### src/rtl/sdr_seq_pkg.sv
package sdr_seq_pkg;

    localparam int DLY_W  = 4;
    localparam int HOLD_W = 3;
    localparam logic [7:0] MODE_WORD = 8'h27;   // CAS latency 2, full-page burst

    // {cs_n, ras_n, cas_n, we_n}
    typedef enum logic [3:0] {
        CMD_LMR = 4'b0000,
        CMD_REF = 4'b0001,
        CMD_PRE = 4'b0010,
        CMD_ACT = 4'b0011,
        CMD_NOP = 4'b0111
    } sdr_cmd_e;

    typedef enum logic [2:0] {
        ST_OFF,
        ST_WAIT_UP,
        ST_AREF1,
        ST_AREF2,
        ST_LOAD,
        ST_READY,
        ST_SLEEP
    } seq_st_e;

endpackage

### src/rtl/sdr_range_decode.sv
module sdr_range_decode
    import sdr_seq_pkg::*;
#(
    parameter int unsigned DLY_R0   = 1,
    parameter int unsigned DLY_R1   = 1,
    parameter int unsigned DLY_R2   = 2,
    parameter int unsigned DLY_R3   = 3,
    parameter int unsigned WAKE_R2  = 2,
    parameter int unsigned WAKE_R3  = 5,
    parameter int unsigned WAKE_DEF = 1
) (
    input  logic [1:0]        range_i,
    output logic [DLY_W-1:0]  step_o,
    output logic [HOLD_W-1:0] wake_o
);

    always_comb begin
        case (range_i)
            2'd0:    step_o = DLY_W'(DLY_R0);
            2'd1:    step_o = DLY_W'(DLY_R1);
            2'd2:    step_o = DLY_W'(DLY_R2);
            default: step_o = DLY_W'(DLY_R3);
        endcase
    end

    always_comb begin
        case (range_i)
            2'd2:    wake_o = HOLD_W'(WAKE_R2);
            2'd3:    wake_o = HOLD_W'(WAKE_R3);
            default: wake_o = HOLD_W'(WAKE_DEF);
        endcase
    end

endmodule

### src/rtl/sdr_refresh_timer.sv
module sdr_refresh_timer #(
    parameter int RFSH_W = 12
) (
    input  logic              clk,
    input  logic              rst_n,
    input  logic              run_i,
    input  logic              load_i,
    input  logic              ack_i,
    input  logic [RFSH_W-1:0] rfsh_i,
    output logic              pend_o
);

    typedef struct packed {
        logic [RFSH_W-1:0] tmr;
        logic              pend;
    } tmr_s;

    tmr_s tmr_q, tmr_d;

    always_comb begin
        tmr_d = tmr_q;
        if (load_i) begin
            tmr_d.tmr  = rfsh_i;
            tmr_d.pend = 1'b0;
        end else if (!run_i) begin
            tmr_d.pend = 1'b0;                 // requests dropped while parked
        end else if (tmr_q.tmr == '0) begin
            tmr_d.tmr  = rfsh_i;
            tmr_d.pend = 1'b1;
        end else begin
            tmr_d.tmr  = tmr_q.tmr - 1'b1;
            tmr_d.pend = tmr_q.pend & ~ack_i;
        end
    end

    always_ff @(posedge clk or negedge rst_n) begin
        if (!rst_n) tmr_q <= '0;
        else        tmr_q <= tmr_d;
    end

    assign pend_o = tmr_q.pend;

    // no request survives a cycle outside the ready state
    a_r10_drop_when_parked: assert property (@(posedge clk) disable iff (!rst_n)
        (!run_i && !load_i) |=> !pend_o);

endmodule

### src/rtl/sdram_init_seq.sv
module sdram_init_seq
    import sdr_seq_pkg::*;
#(
    parameter int STARTUP_CYC = 20000,
    parameter int RFSH_W      = 12,
    parameter int ROW_W       = 13,
    parameter int BANK_W      = 2
) (
    input  logic              clk,
    input  logic              rst_n,
    input  logic              mode_en_i,
    input  logic [1:0]        range_i,
    input  logic [RFSH_W-1:0] rfsh_i,
    input  logic              sleep_i,
    input  logic              host_busy_i,
    input  logic              host_req_i,
    input  logic [ROW_W-1:0]  host_row_i,
    input  logic [BANK_W-1:0] host_bank_i,
    output logic              host_gnt_o,
    output logic              init_busy_o,
    output logic              sdr_cke_o,
    output logic              sdr_cs_n_o,
    output logic              sdr_ras_n_o,
    output logic              sdr_cas_n_o,
    output logic              sdr_we_n_o,
    output logic [ROW_W-1:0]  sdr_addr_o,
    output logic [BANK_W-1:0] sdr_ba_o
);

    localparam int CNT_W = $clog2(STARTUP_CYC + 1);
    localparam logic [CNT_W-1:0] CNT_LAST = CNT_W'(STARTUP_CYC - 1);
    localparam logic [ROW_W-1:0] ALL_BANKS = ROW_W'(1) << 10;

    typedef struct packed {
        seq_st_e           st;
        logic [CNT_W-1:0]  cnt;
        logic [DLY_W-1:0]  gap;
        logic [HOLD_W-1:0] hold;
        sdr_cmd_e          cmd;
        logic              cke;
        logic [ROW_W-1:0]  addr;
        logic [BANK_W-1:0] ba;
        logic              busy;
        logic              gnt;
    } seq_s;

    seq_s seq_q, seq_d;

    logic [DLY_W-1:0]  step_dly;
    logic [HOLD_W-1:0] wake_dly;
    logic              ref_pend;
    logic              tmr_load;
    logic              ref_ack;
    logic              tmr_run;

    sdr_range_decode u_range (
        .range_i (range_i),
        .step_o  (step_dly),
        .wake_o  (wake_dly)
    );

    assign tmr_run = (seq_q.st == ST_READY);

    sdr_refresh_timer #(.RFSH_W(RFSH_W)) u_rfsh (
        .clk    (clk),
        .rst_n  (rst_n),
        .run_i  (tmr_run),
        .load_i (tmr_load),
        .ack_i  (ref_ack),
        .rfsh_i (rfsh_i),
        .pend_o (ref_pend)
    );

    always_comb begin
        seq_d     = seq_q;
        seq_d.cmd = CMD_NOP;
        seq_d.gnt = 1'b0;
        tmr_load  = 1'b0;
        ref_ack   = 1'b0;

        if (seq_q.hold != '0) seq_d.hold = seq_q.hold - 1'b1;

        if (seq_q.gap != '0) begin
            seq_d.gap = seq_q.gap - 1'b1;
        end else begin
            case (seq_q.st)
                ST_OFF: begin
                    if (mode_en_i) begin
                        seq_d.st   = ST_WAIT_UP;
                        seq_d.cnt  = CNT_LAST;
                        seq_d.busy = 1'b1;
                    end
                end
                ST_WAIT_UP: begin
                    if (seq_q.cnt == '0) begin
                        seq_d.cmd  = CMD_PRE;
                        seq_d.addr = ALL_BANKS;
                        seq_d.st   = ST_AREF1;
                        seq_d.gap  = step_dly;
                    end else begin
                        seq_d.cnt = seq_q.cnt - 1'b1;
                    end
                end
                ST_AREF1: begin
                    seq_d.cmd = CMD_REF;
                    seq_d.st  = ST_AREF2;
                    seq_d.gap = step_dly;
                end
                ST_AREF2: begin
                    seq_d.cmd = CMD_REF;
                    seq_d.st  = ST_LOAD;
                    seq_d.gap = step_dly;
                end
                ST_LOAD: begin
                    seq_d.cmd  = CMD_LMR;
                    seq_d.addr = ROW_W'(MODE_WORD);
                    seq_d.ba   = '0;
                    seq_d.busy = 1'b0;
                    seq_d.st   = ST_READY;
                    seq_d.gap  = step_dly;
                    tmr_load   = 1'b1;
                end
                ST_READY: begin
                    if (ref_pend) begin
                        seq_d.cmd = CMD_REF;
                        seq_d.gap = step_dly;
                        ref_ack   = 1'b1;
                    end else if (sleep_i && !host_busy_i) begin
                        seq_d.cmd = CMD_REF;
                        seq_d.cke = 1'b0;
                        seq_d.st  = ST_SLEEP;
                    end else if (host_req_i && seq_q.hold == '0) begin
                        seq_d.cmd  = CMD_ACT;
                        seq_d.addr = host_row_i;
                        seq_d.ba   = host_bank_i;
                        seq_d.gnt  = 1'b1;
                        seq_d.gap  = step_dly;
                    end
                end
                ST_SLEEP: begin
                    if (!sleep_i) begin
                        seq_d.cke  = 1'b1;
                        seq_d.hold = wake_dly;
                        seq_d.st   = ST_READY;
                        tmr_load   = 1'b1;
                    end
                end
                default: seq_d.st = ST_OFF;
            endcase
        end
    end

    always_ff @(posedge clk or negedge rst_n) begin
        if (!rst_n) begin
            seq_q      <= '0;
            seq_q.st   <= ST_OFF;
            seq_q.cmd  <= CMD_NOP;
            seq_q.cke  <= 1'b1;
        end else begin
            seq_q <= seq_d;
        end
    end

    assign {sdr_cs_n_o, sdr_ras_n_o, sdr_cas_n_o, sdr_we_n_o} = seq_q.cmd;
    assign sdr_cke_o   = seq_q.cke;
    assign sdr_addr_o  = seq_q.addr;
    assign sdr_ba_o    = seq_q.ba;
    assign init_busy_o = seq_q.busy;
    assign host_gnt_o  = seq_q.gnt;

    // nothing but NOP while the startup wait runs
    a_r2_quiet_startup: assert property (@(posedge clk) disable iff (!rst_n)
        (seq_q.st == ST_WAIT_UP) |-> (seq_q.cmd == CMD_NOP));

    // the mode load always carries the fixed word
    a_r3_mode_word: assert property (@(posedge clk) disable iff (!rst_n)
        (seq_q.cmd == CMD_LMR) |-> (sdr_addr_o == ROW_W'(MODE_WORD)));

    // busy only drops together with the mode load
    a_r4_busy_drop: assert property (@(posedge clk) disable iff (!rst_n)
        $fell(init_busy_o) |-> (seq_q.cmd == CMD_LMR));

    // every command is followed by at least one NOP
    a_r5_gap_nop: assert property (@(posedge clk) disable iff (!rst_n)
        (seq_q.cmd != CMD_NOP) |=> (seq_q.cmd == CMD_NOP));

    // grant only with an ACTIVATE
    a_r7_gnt_act: assert property (@(posedge clk) disable iff (!rst_n)
        host_gnt_o |-> (seq_q.cmd == CMD_ACT));

    // no self-refresh entry while a transfer is in flight
    a_r9_busy_blocks: assert property (@(posedge clk) disable iff (!rst_n)
        (host_busy_i && sdr_cke_o) |=> sdr_cke_o);

    // no grant while the wake holdoff runs
    a_r11_holdoff: assert property (@(posedge clk) disable iff (!rst_n)
        (seq_q.hold != '0) |=> !host_gnt_o);

    // once started the sequencer never returns to off
    a_r12_sticky: assert property (@(posedge clk) disable iff (!rst_n)
        (seq_q.st != ST_OFF) |=> (seq_q.st != ST_OFF));

endmodule

### config.mk
export PLATFORM = sky130hd
export DESIGN_NAME = sdram_init_seq
export DESIGN_NICKNAME = d
export VERILOG_FILES = /design/src/rtl/sdr_seq_pkg.sv /design/src/rtl/sdr_range_decode.sv /design/src/rtl/sdr_refresh_timer.sv /design/src/rtl/sdram_init_seq.sv
export SDC_FILE = /design/constraint.sdc
export NUM_CORES = 1
export LEC_CHECK = 0
export ABC_AREA = 1
export CORE_MARGIN = 1
export CORE_UTILIZATION = 50
export CTS_CLUSTER_DIAMETER = 120
export DETAILED_ROUTE_END_ITERATION = 12
export PLACE_DENSITY = 0.78
export SKIP_LAST_GASP = 1
export SLEW_MARGIN = 20
export SYNTH_ARGS = -nofsm -noshare
export SYNTH_HDL_FRONTEND = slang
export SYNTH_HIERARCHICAL = 1
export SYNTH_SLANG_ARGS = --single-unit
### constraint.sdc
create_clock -name clk -period 2.32 [get_ports clk]
set_input_delay 0.348 -clock clk [delete_from_list [all_inputs] [get_ports clk]]
set_output_delay 0.348 -clock clk [all_outputs]
set_load 0.1 [all_outputs]
==> impl_metrics.toml, run 1 <==
[run_status]
outcome = "completed"

[sta]
min_period_over_period = 0.876
hold_violations = 0
fin_crit_ps = 2030
setup_viol = 0
rsz0062_at_grt = "no"
layout_setup_ws_ps = 287
finalSetupTns_ps = 0
max_freq_mhz = 492
skew_ps = 6.34
final_max_slew_viol_count = 0

[power_and_ir_drop]
power_density_nw_per_um2 = 1230
power_frac_comb = 0.521
max-vdd-ir-drop_mv = 0.588
p_leak_nw = 2.31
switching_share = 0.487
power_switching_mw = 2.74
power_frac_seq = 0.313
p_clk_frac = 0.167
p_int_mw = 2.88

[synth]
synth-seq-area-share = 0.382
syn-cell-area_um2 = 3880
synth_area_per_cell_um2 = 7.12
synth_top_area_frac = 0.355
yosys_most_used_dff = "dfrtp_1"
ys_ff_latch = 59
async_flop_share = 1.00
synth_top_cell_by_area = "dfrtp_1"
ys_types = 37
syn_inst = 545
synth-edff-count = 0
synthTopCellsByArea = "dfrtp_1, nand2_1, inv_1, nand3_1, nor2_1"
yosysWarningCount = 6

[setup_path]
crit_buf_inv = 4
r2r_end = "u_rfsh/tmr_q[3]$_DFFE_PN0P_"
crit_required_ps = 2550
critPathMaxStageDelay_ps = 450
endpoint_kind = "flop"
reg2reg_depth = 12
crit_slowest_cell = "dfrtp_1"
critical_path_class = "flop to flop"
reg2reg_from = "seq_q[44]$_DFFE_PN0P_"
path_max_fanout = 11
critical_path_arrival_ps = 2260
startpoint_type = "flop"
crit_chain = "inv_2, nand2_1, nor2_1, inv_1, nor3_2, inv_1, o21ai_0, nor2_1, inv_1, o21ai_0, nand2_1, nand2_1"
rrSetupSlack_ps = 290
critical_path.top_delay_family = "simple AND/OR/NAND/NOR gates"

[grt]
antenna_found_initial = 0
grt_pass1_vias = 3204
grt_pass1_wl_mm = 14.2
grt-ovfl-total = 0
gr-usage-all-layers = 0.216
grt_max_degree = 60

[final_layout]
drive_above_1_share = 0.164
area_growth_pct = 17.5
postLayoutCoreUtil = 0.619
layout_common_cells = "nand2_1, inv_1, dfrtp_1, nor2_1, nand3_1"
diodes = 0
layout_commonest_cell = "nand2_1"
nets = 634

[drt]
viasPerCell = 4.96
vias = 3452
drc = 0
drt-pass1-iter-count = 5
drt_iter0_drc = 184
routedWlPerCell_um = 11.4
routed_wl_mm = 7.94
drtAntennaViolNets = 0

[die]
ioPinCount = 57
start_util = 0.526
dieHeight_um = 90.1
dieWidth_um = 90.1
die-area_um2 = 8120
rows = 31
core-area_um2 = 7370

[cts]
cts_sinks = 59
cts_tree = "built"
insertion_delay_ps = 340
clockBufferDepth = 2
clkTransAtPathRegs_ps = 60
cts_root_buffer = "clkbuf_8"
numCtsBuffers = 9
htreeDepth = 3

[place]
numPortBuffers = 55
post-place-ws_ps = 227
gp_congestion = 0.854
hpwl_mm = 5.76

[job]
maxCapViolCount = 0

[worst_hold_path]
hp-class = "input port to asynchronous set/reset pin"
-- final cells by class --
cell class                 instances  area (um^2)
clock buffer                      14          163
inverter                          66          248
timing repair buffer              65          581
clock inverter                     2         35.0
multi-input combinational        391         1930
tap                               99          124
fill                             680         2810
sequential                        59         1480
-- synth_stat cells (8+ instances only) --
master      n
inv_2       8
dfrtp_1    55
nand3_1    36
a21oi_1    15
buf_4      19
inv_1      58
nor2_1     48
nor2_2      9
o21ai_0    16
nand3b_1    8
nand2_1   195
o21ai_2    13
-- power groups by stage --
stage	registers, mW	logic, mW	clock network (mW)
6_report	1.76	2.93	0.939
5_1_grt	1.81	3.30	1.02
4_1_cts	1.75	2.94	0.966
3_5_place_dp	1.76	2.93	0
3_3_place_gp	1.74	2.85	0
2_1_floorplan	1.83	2.30	0
-- kinds of logic after synthesis --
| kind of cell | count (synthesis) | synth area share |
|---|---|---|
| simple gates | 320 | 0.365 |
| buf+inv | 96 | 0.123 |
| flops | 59 | 0.382 |
| compound gates | 52 | 0.0851 |
| xor+xnor | 8 | 0.0181 |
| fa+ha+maj | 7 | 0.0226 |
| other cells | 2 | 0.00194 |
| mux | 1 | 0.00258 |
-- through the flow --
step | power, mW | std cells | cell area (um^2) | hold WS (ps)
finish | 5.63 | 696 | 4560 | 7.41
global route | 6.13 | 696 | 4560 | 32.6
CTS | 5.65 | 693 | 4530 | 14.0
detailed placement | 4.69 | 677 | 4340 | 381
global placement | 4.59 | 677 | 4340 | 381
floorplan | 4.13 | 546 | 3880 | 52.4
-- routing by layer --
metal / up-vias / global-route usage / share of wire
met1: 1584 / 0.282 / 0.48
met5: - / 0 / 0
li1: 1762 / - / -
met4: 0 / 0.0820 / 0.019
met3: 14 / 0.0465 / 0.049
met2: 92 / 0.352 / 0.46
-- worst reg2reg max path: cells and delay by family, from the launching register on --
kind	cells	cell delay, ps
compound gates	2	260
flops	1	450
buf+inv	4	600
simple gates	6	620
-- worst max path at each step --
stage                                startpoint                           to  cells after the start  slack (ps)
after floorplan           seq_q[25]$_DFFE_PN0P_  u_rfsh/tmr_q[6]$_DFFE_PN0P_                     12         340
after detailed placement                sleep_i    sdr_addr_o[4]$_DFFE_PN0P_                      7         230
after CTS                 seq_q[46]$_DFFE_PN0P_  u_rfsh/tmr_q[3]$_DFFE_PN0P_                     11         270
after global placement                  sleep_i   sdr_addr_o[12]$_DFFE_PN0P_                      7         250
final                     seq_q[44]$_DFFE_PN0P_  u_rfsh/tmr_q[3]$_DFFE_PN0P_                     12         290
after global routing      seq_q[44]$_DFFE_PN0P_  u_rfsh/tmr_q[3]$_DFFE_PN0P_                     12           8
-- registers in the layout (all words and copies together) (netlist names) --
register       cells
seq_q             25
sdr_cas_n_o        1
sdr_ba_o           2
sdr_ras_n_o        1
sdr_we_n_o         1
u_rfsh/tmr_q      12
init_busy_o        1
sdr_addr_o        13
sdr_cke_o          1
u_rfsh/pend_o      1
host_gnt_o         1
-- repair_timing --
item,in CTS,in global routing
resized for setup,0,1
setup buffers,0,3
endpoints found under the setup margin,0,5
hold buffers,0,0
Note: power is estimated with default switching activity, not from simulation.
==> inputs of run 2 (changes only) <==
- CORE_MARGIN: 1 -> 4
==> impl_metrics.toml, run 2 (same netlist as run 1, synthesis figures left out) <==
[run_status]
outcome = "completed"

[die]
dieHeight_um = 96.1
start_util = 0.524
die-area_um2 = 9230
ioPinCount = 57
rows = 31
dieWidth_um = 96.1
core-area_um2 = 7410

[sta]
max_freq_mhz = 486
relSlewSlack = 0.562
layout_setup_ws_ps = 261
tightest_slew_ps = 658
skew_ps = 9.16
final_max_slew_viol_count = 0
hold_violations = 0
fin_crit_ps = 2060
finalSetupTns_ps = 0
min_period_over_period = 0.887
rsz0062_at_grt = "no"
setup_viol = 0

[setup_path]
endpoint_kind = "flop"
critical_path_depth = 12
path_max_fanout = 16
critical_path.top_delay_family = "simple AND/OR/NAND/NOR gates"
startpoint_type = "flop"
reg2reg_depth = 12
reg2reg_from = "seq_q[46]$_DFFE_PN0P_"
timing.critical_path.mode_cell = "inv_1"
crit_end = "u_rfsh/tmr_q[8]$_DFFE_PN0P_"
critical_path_arrival_ps = 2340
rrSetupSlack_ps = 260
critical_path_class = "flop to flop"
crit_chain = "inv_2, nor2_1, inv_1, nor3_2, inv_1, o21ai_0, inv_1, nand2_4, inv_2, nand2_1, nand3_1, nand2_1"
crit_start = "seq_q[46]$_DFFE_PN0P_"
crit_slowest_cell = "dfrtp_1"
crit_buf_inv = 5
crit_required_ps = 2600
r2r_end = "u_rfsh/tmr_q[8]$_DFFE_PN0P_"
critPathMaxStageDelay_ps = 500

[final_layout]
nets = 632
diodes = 0
postLayoutCoreUtil = 0.610
layout_common_cells = "nand2_1, inv_1, dfrtp_1, nor2_1, nand3_1"
layout_commonest_cell = "nand2_1"
area_growth_pct = 16.5
largest_reg_flops = 25
top_register = "seq_q"
drive_above_1_share = 0.166

[power_and_ir_drop]
max-vdd-ir-drop_mv = 0.673
power_density_nw_per_um2 = 1230
p_leak_nw = 2.30

[cts]
cts_hold_buf = 0
cts_tree = "built"
numCtsBuffers = 9
insertion_delay_ps = 340
htreeDepth = 3
clockBufferDepth = 2
cts_sinks = 59
cts_root_buffer = "clkbuf_8"
clkTransAtPathRegs_ps = 70

[grt]
grt_pass1_wl_mm = 13.8
grt_max_degree = 28
grt_pass1_vias = 3068
antenna_found_initial = 0
grt-ovfl-total = 0
gr-usage-all-layers = 0.195

[drt]
drt-pass1-iter-count = 4
drc = 0
drt_iter0_drc = 209
routedWlPerCell_um = 12.1
drtAntennaViolNets = 0
viasPerCell = 4.88
vias = 3386
routed_wl_mm = 8.38

[place]
post-place-ws_ps = 223
hpwl_mm = 6.20
gp_congestion = 0.905
numPortBuffers = 55

[worst_hold_path]
hp-class = "input port to asynchronous set/reset pin"

[job]
maxCapViolCount = 0
[run 2: cell types whose count changed in the layout (fill, tap and decap cells not counted)]
cell / delta
inv_2: +1
clkbuf_8: +1
dfrtp_2: -1
inv_1: -1
bufinv_16: -1
clkinv_4: +1
clkinv_2: +2
buf_12: -1
clkbuf_1: -3
dfrtp_1: +1
buf_4: -1
[run 2: through the flow]
stage | hold WS, ps | total power [mW] | instances | cell area, um^2
3_3_place_gp | 418 | 4.60 | 678 | 4330
2_1_floorplan | 52.4 | 4.13 | 546 | 3880
6_report | 36.3 | 5.58 | 694 | 4520
5_1_grt | 72.8 | 6.05 | 694 | 4520
4_1_cts | 54.8 | 5.61 | 694 | 4520
3_5_place_dp | 426 | 4.70 | 678 | 4330
[run 2: layout make-up]
| cell class | instances | area [um^2] |
|---|---|---|
| Tap cell | 99 | 124 |
| Timing Repair Buffer | 63 | 553 |
| Inverter | 66 | 248 |
| Fill cell | 670 | 2890 |
| Sequential cell | 59 | 1480 |
| Clock buffer | 12 | 165 |
| Multi-Input combinational cell | 391 | 1930 |
| Clock inverter | 4 | 23.8 |
[run 2: worst reg2reg max path, cell delays in order, from the launching register on]
cell     delay [ps]
dfrtp_1         500
inv_2           140
nor2_1          170
inv_1            80
nor3_2          190
inv_1           130
o21ai_0         130
inv_1           140
nand2_4         180
inv_2           130
nand2_1          80
nand3_1          60
nand2_1          70
[run 2: power by group]
group / switching [mW] / total [mW] / internal [mW] / leakage (nW)
logic: 2.02 / 2.93 / 0.911 / 1.45
registers: 0.344 / 1.76 / 1.41 / 0.742
clock network: 0.416 / 0.887 / 0.471 / 0.102
[run 2: timing repair]
action                     CTS  global route
setup buffers                0             0
gates resized for setup      0             1
setup endpoints to repair    0             1
[run 2: how the worst min path moves through the flow]
stage                                        to  slack [ps]
after floorplan            host_gnt_o$_DFF_PN0_          50
after global placement    seq_q[31]$_DFFE_PN0P_         420
after detailed placement  seq_q[32]$_DFFE_PN0P_         430
after CTS                 seq_q[34]$_DFFE_PN0P_          50
after global routing      seq_q[34]$_DFFE_PN0P_          70
final                     seq_q[34]$_DFFE_PN0P_          40
[run 2: routing by layer]
metal  global-route usage  wire length, um  vias to the layer above
met3               0.0485              468                        6
met4               0.0699               88                        0
met2                0.312             3940                       67
met1                0.255             3880                     1548
met5                    0                0                        -
li1                     -                -                     1765
==> inputs of run 3 (changes only) <==
- PLACE_DENSITY: 0.78 -> 0.79
==> impl_metrics.toml, run 3 (same netlist as run 1, synthesis figures left out) <==
[die]
core-area_um2 = 7410
dieHeight_um = 96.1
rows = 31
die-area_um2 = 9230
dieWidth_um = 96.1
ioPinCount = 57
start_util = 0.524

[drt]
dr_wl_met2_mm = 3.83
wl_met3_um = 527
wl_met1_mm = 3.72
top_layer = "met4"
drc = 0
drt_iter0_drc = 190
routedWlPerCell_um = 11.8
drt-pass1-iter-count = 5
drtAntennaViolNets = 0
viasPerCell = 5.04
vias = 3496
routed_wl_mm = 8.19

[cts]
cts_tree = "built"
post_cts_buffers = 0
htreeDepth = 3
clockBufferDepth = 2
clkTransAtPathRegs_ps = 70
numCtsBuffers = 9
insertion_delay_ps = 350
cts_root_buffer = "clkbuf_8"
cts_sinks = 59

[place]
dp_cells = 677
hpwl_mm = 6.06
gp_congestion = 0.863
placed_area_um2 = 4340
numPortBuffers = 55
post-place-ws_ps = 203

[power_and_ir_drop]
power_frac_seq = 0.312
p_leak_nw = 2.29
power_switching_mw = 2.80
power_density_nw_per_um2 = 1230
switching_share = 0.498
p_clk_frac = 0.169
p_int_mw = 2.82
max-vdd-ir-drop_mv = 0.585
finalPower_mw = 5.63
power_frac_comb = 0.519

[final_layout]
largest_reg_flops = 25
drive_above_1_share = 0.166
layout_common_cells = "nand2_1, inv_1, dfrtp_1, nor2_1, nand3_1"
area_growth_pct = 17.4
postLayoutCoreUtil = 0.615
nFillCells = 662
final_cell_area_um2 = 4560
layout_commonest_cell = "nand2_1"
diodes = 0
finalNonFillerCells = 694
nets = 632
top_register = "seq_q"

[setup_path]
path_max_fanout = 16
critical_path_arrival_ps = 2300
crit_chain = "inv_2, nand2_1, nor2_1, inv_1, nor3_4, inv_1, o21ai_0, inv_1, nand2_4, inv_2, nand2_1, nand3_1, nand2_1"
critical_path.top_delay_family = "simple AND/OR/NAND/NOR gates"
crit_slowest_cell = "dfrtp_1"
reg2reg_depth = 13
critPathMaxStageDelay_ps = 460
startpoint_type = "flop"
rrSetupSlack_ps = 300
endpoint_kind = "flop"
critical_path_class = "flop to flop"
crit_required_ps = 2610
r2r_end = "u_rfsh/tmr_q[2]$_DFFE_PN0P_"
crit_buf_inv = 5
reg2reg_from = "seq_q[44]$_DFFE_PN0P_"

[run_status]
outcome = "completed"

[sta]
relSlewSlack = 0.624
hold_violations = 0
fin_worst_hold_slack_ps = 488
finalSetupTns_ps = 0
rsz0062_at_grt = "no"
max_freq_mhz = 496
min_period_over_period = 0.869
final_max_slew_viol_count = 0
layout_setup_ws_ps = 303
tightest_slew_ps = 565
skew_ps = 5.67
setup_viol = 0
fin_crit_ps = 2020

[worst_hold_path]
hp-class = "flop to flop"
hold_path.startpoint = "sdr_addr_o[4]$_DFFE_PN0P_"
whs_path_depth = 2
holdPathEnd = "sdr_addr_o[4]$_DFFE_PN0P_"

[grt]
grt_max_degree = 27
grt_pass1_wl_mm = 14.2
grt-ovfl-total = 0
gr-usage-all-layers = 0.195
grt_pass1_vias = 3288
antenna_found_initial = 0

[job]
maxCapViolCount = 0
-- run 3: power groups by stage --
stage | Clock [mW] | Sequential [mW] | Combinational (mW)
2_1_floorplan | 0 | 1.83 | 2.30
3_3_place_gp | 0 | 1.75 | 2.84
3_5_place_dp | 0 | 1.76 | 2.92
4_1_cts | 0.977 | 1.75 | 2.93
5_1_grt | 1.02 | 1.80 | 3.27
6_report | 0.953 | 1.75 | 2.92
-- run 3: how the worst max path moves through the flow --
| stage | startpoint | endpoint | slack [ps] | cells after the start |
|---|---|---|---|---|
| after floorplan | seq_q[25]$_DFFE_PN0P_ | u_rfsh/tmr_q[6]$_DFFE_PN0P_ | 340 | 12 |
| after global placement | sleep_i | sdr_addr_o[1]$_DFFE_PN0P_ | 250 | 7 |
| after detailed placement | sleep_i | u_rfsh/tmr_q[3]$_DFFE_PN0P_ | 200 | 9 |
| after CTS | seq_q[46]$_DFFE_PN0P_ | u_rfsh/tmr_q[3]$_DFFE_PN0P_ | 260 | 11 |
| after global routing | seq_q[44]$_DFFE_PN0P_ | u_rfsh/tmr_q[9]$_DFFE_PN0P_ | 40 | 13 |
| final | seq_q[44]$_DFFE_PN0P_ | u_rfsh/tmr_q[2]$_DFFE_PN0P_ | 300 | 13 |
-- run 3: metal layers --
layer | global-route usage | up-vias
li1 | - | 1767
met1 | 0.257 | 1629
met2 | 0.316 | 92
met3 | 0.0352 | 8
met4 | 0.0782 | 0
met5 | 0 | -
-- run 3: cell type report --
class | instances | area, um^2 | share of cell area
tap | 99 | 124 | 0.0272
clock buffer | 9 | 124 | 0.0272
clock inverter | 7 | 77.6 | 0.0170
sequential | 59 | 1480 | 0.325
multi-input combinational | 391 | 1930 | 0.424
inverter | 66 | 248 | 0.0544
timing repair buffer | 63 | 568 | 0.125
-- run 3: worst register-to-register path: stages (launching register included) --
cell     delay, ps
dfrtp_1        460
inv_2          100
nand2_1         70
nor2_1         150
inv_1          100
nor3_4         170
inv_1          110
o21ai_0        110
inv_1          130
nand2_4        190
inv_2          130
nand2_1         90
nand3_1         70
nand2_1         80
-- run 3: timing repair --
action | 4_1_cts | 5_1_grt
hold buffers | 1 | 0
resized for setup | 0 | 3
endpoints found under the hold margin | 15 | 0
setup endpoints to repair | 0 | 7
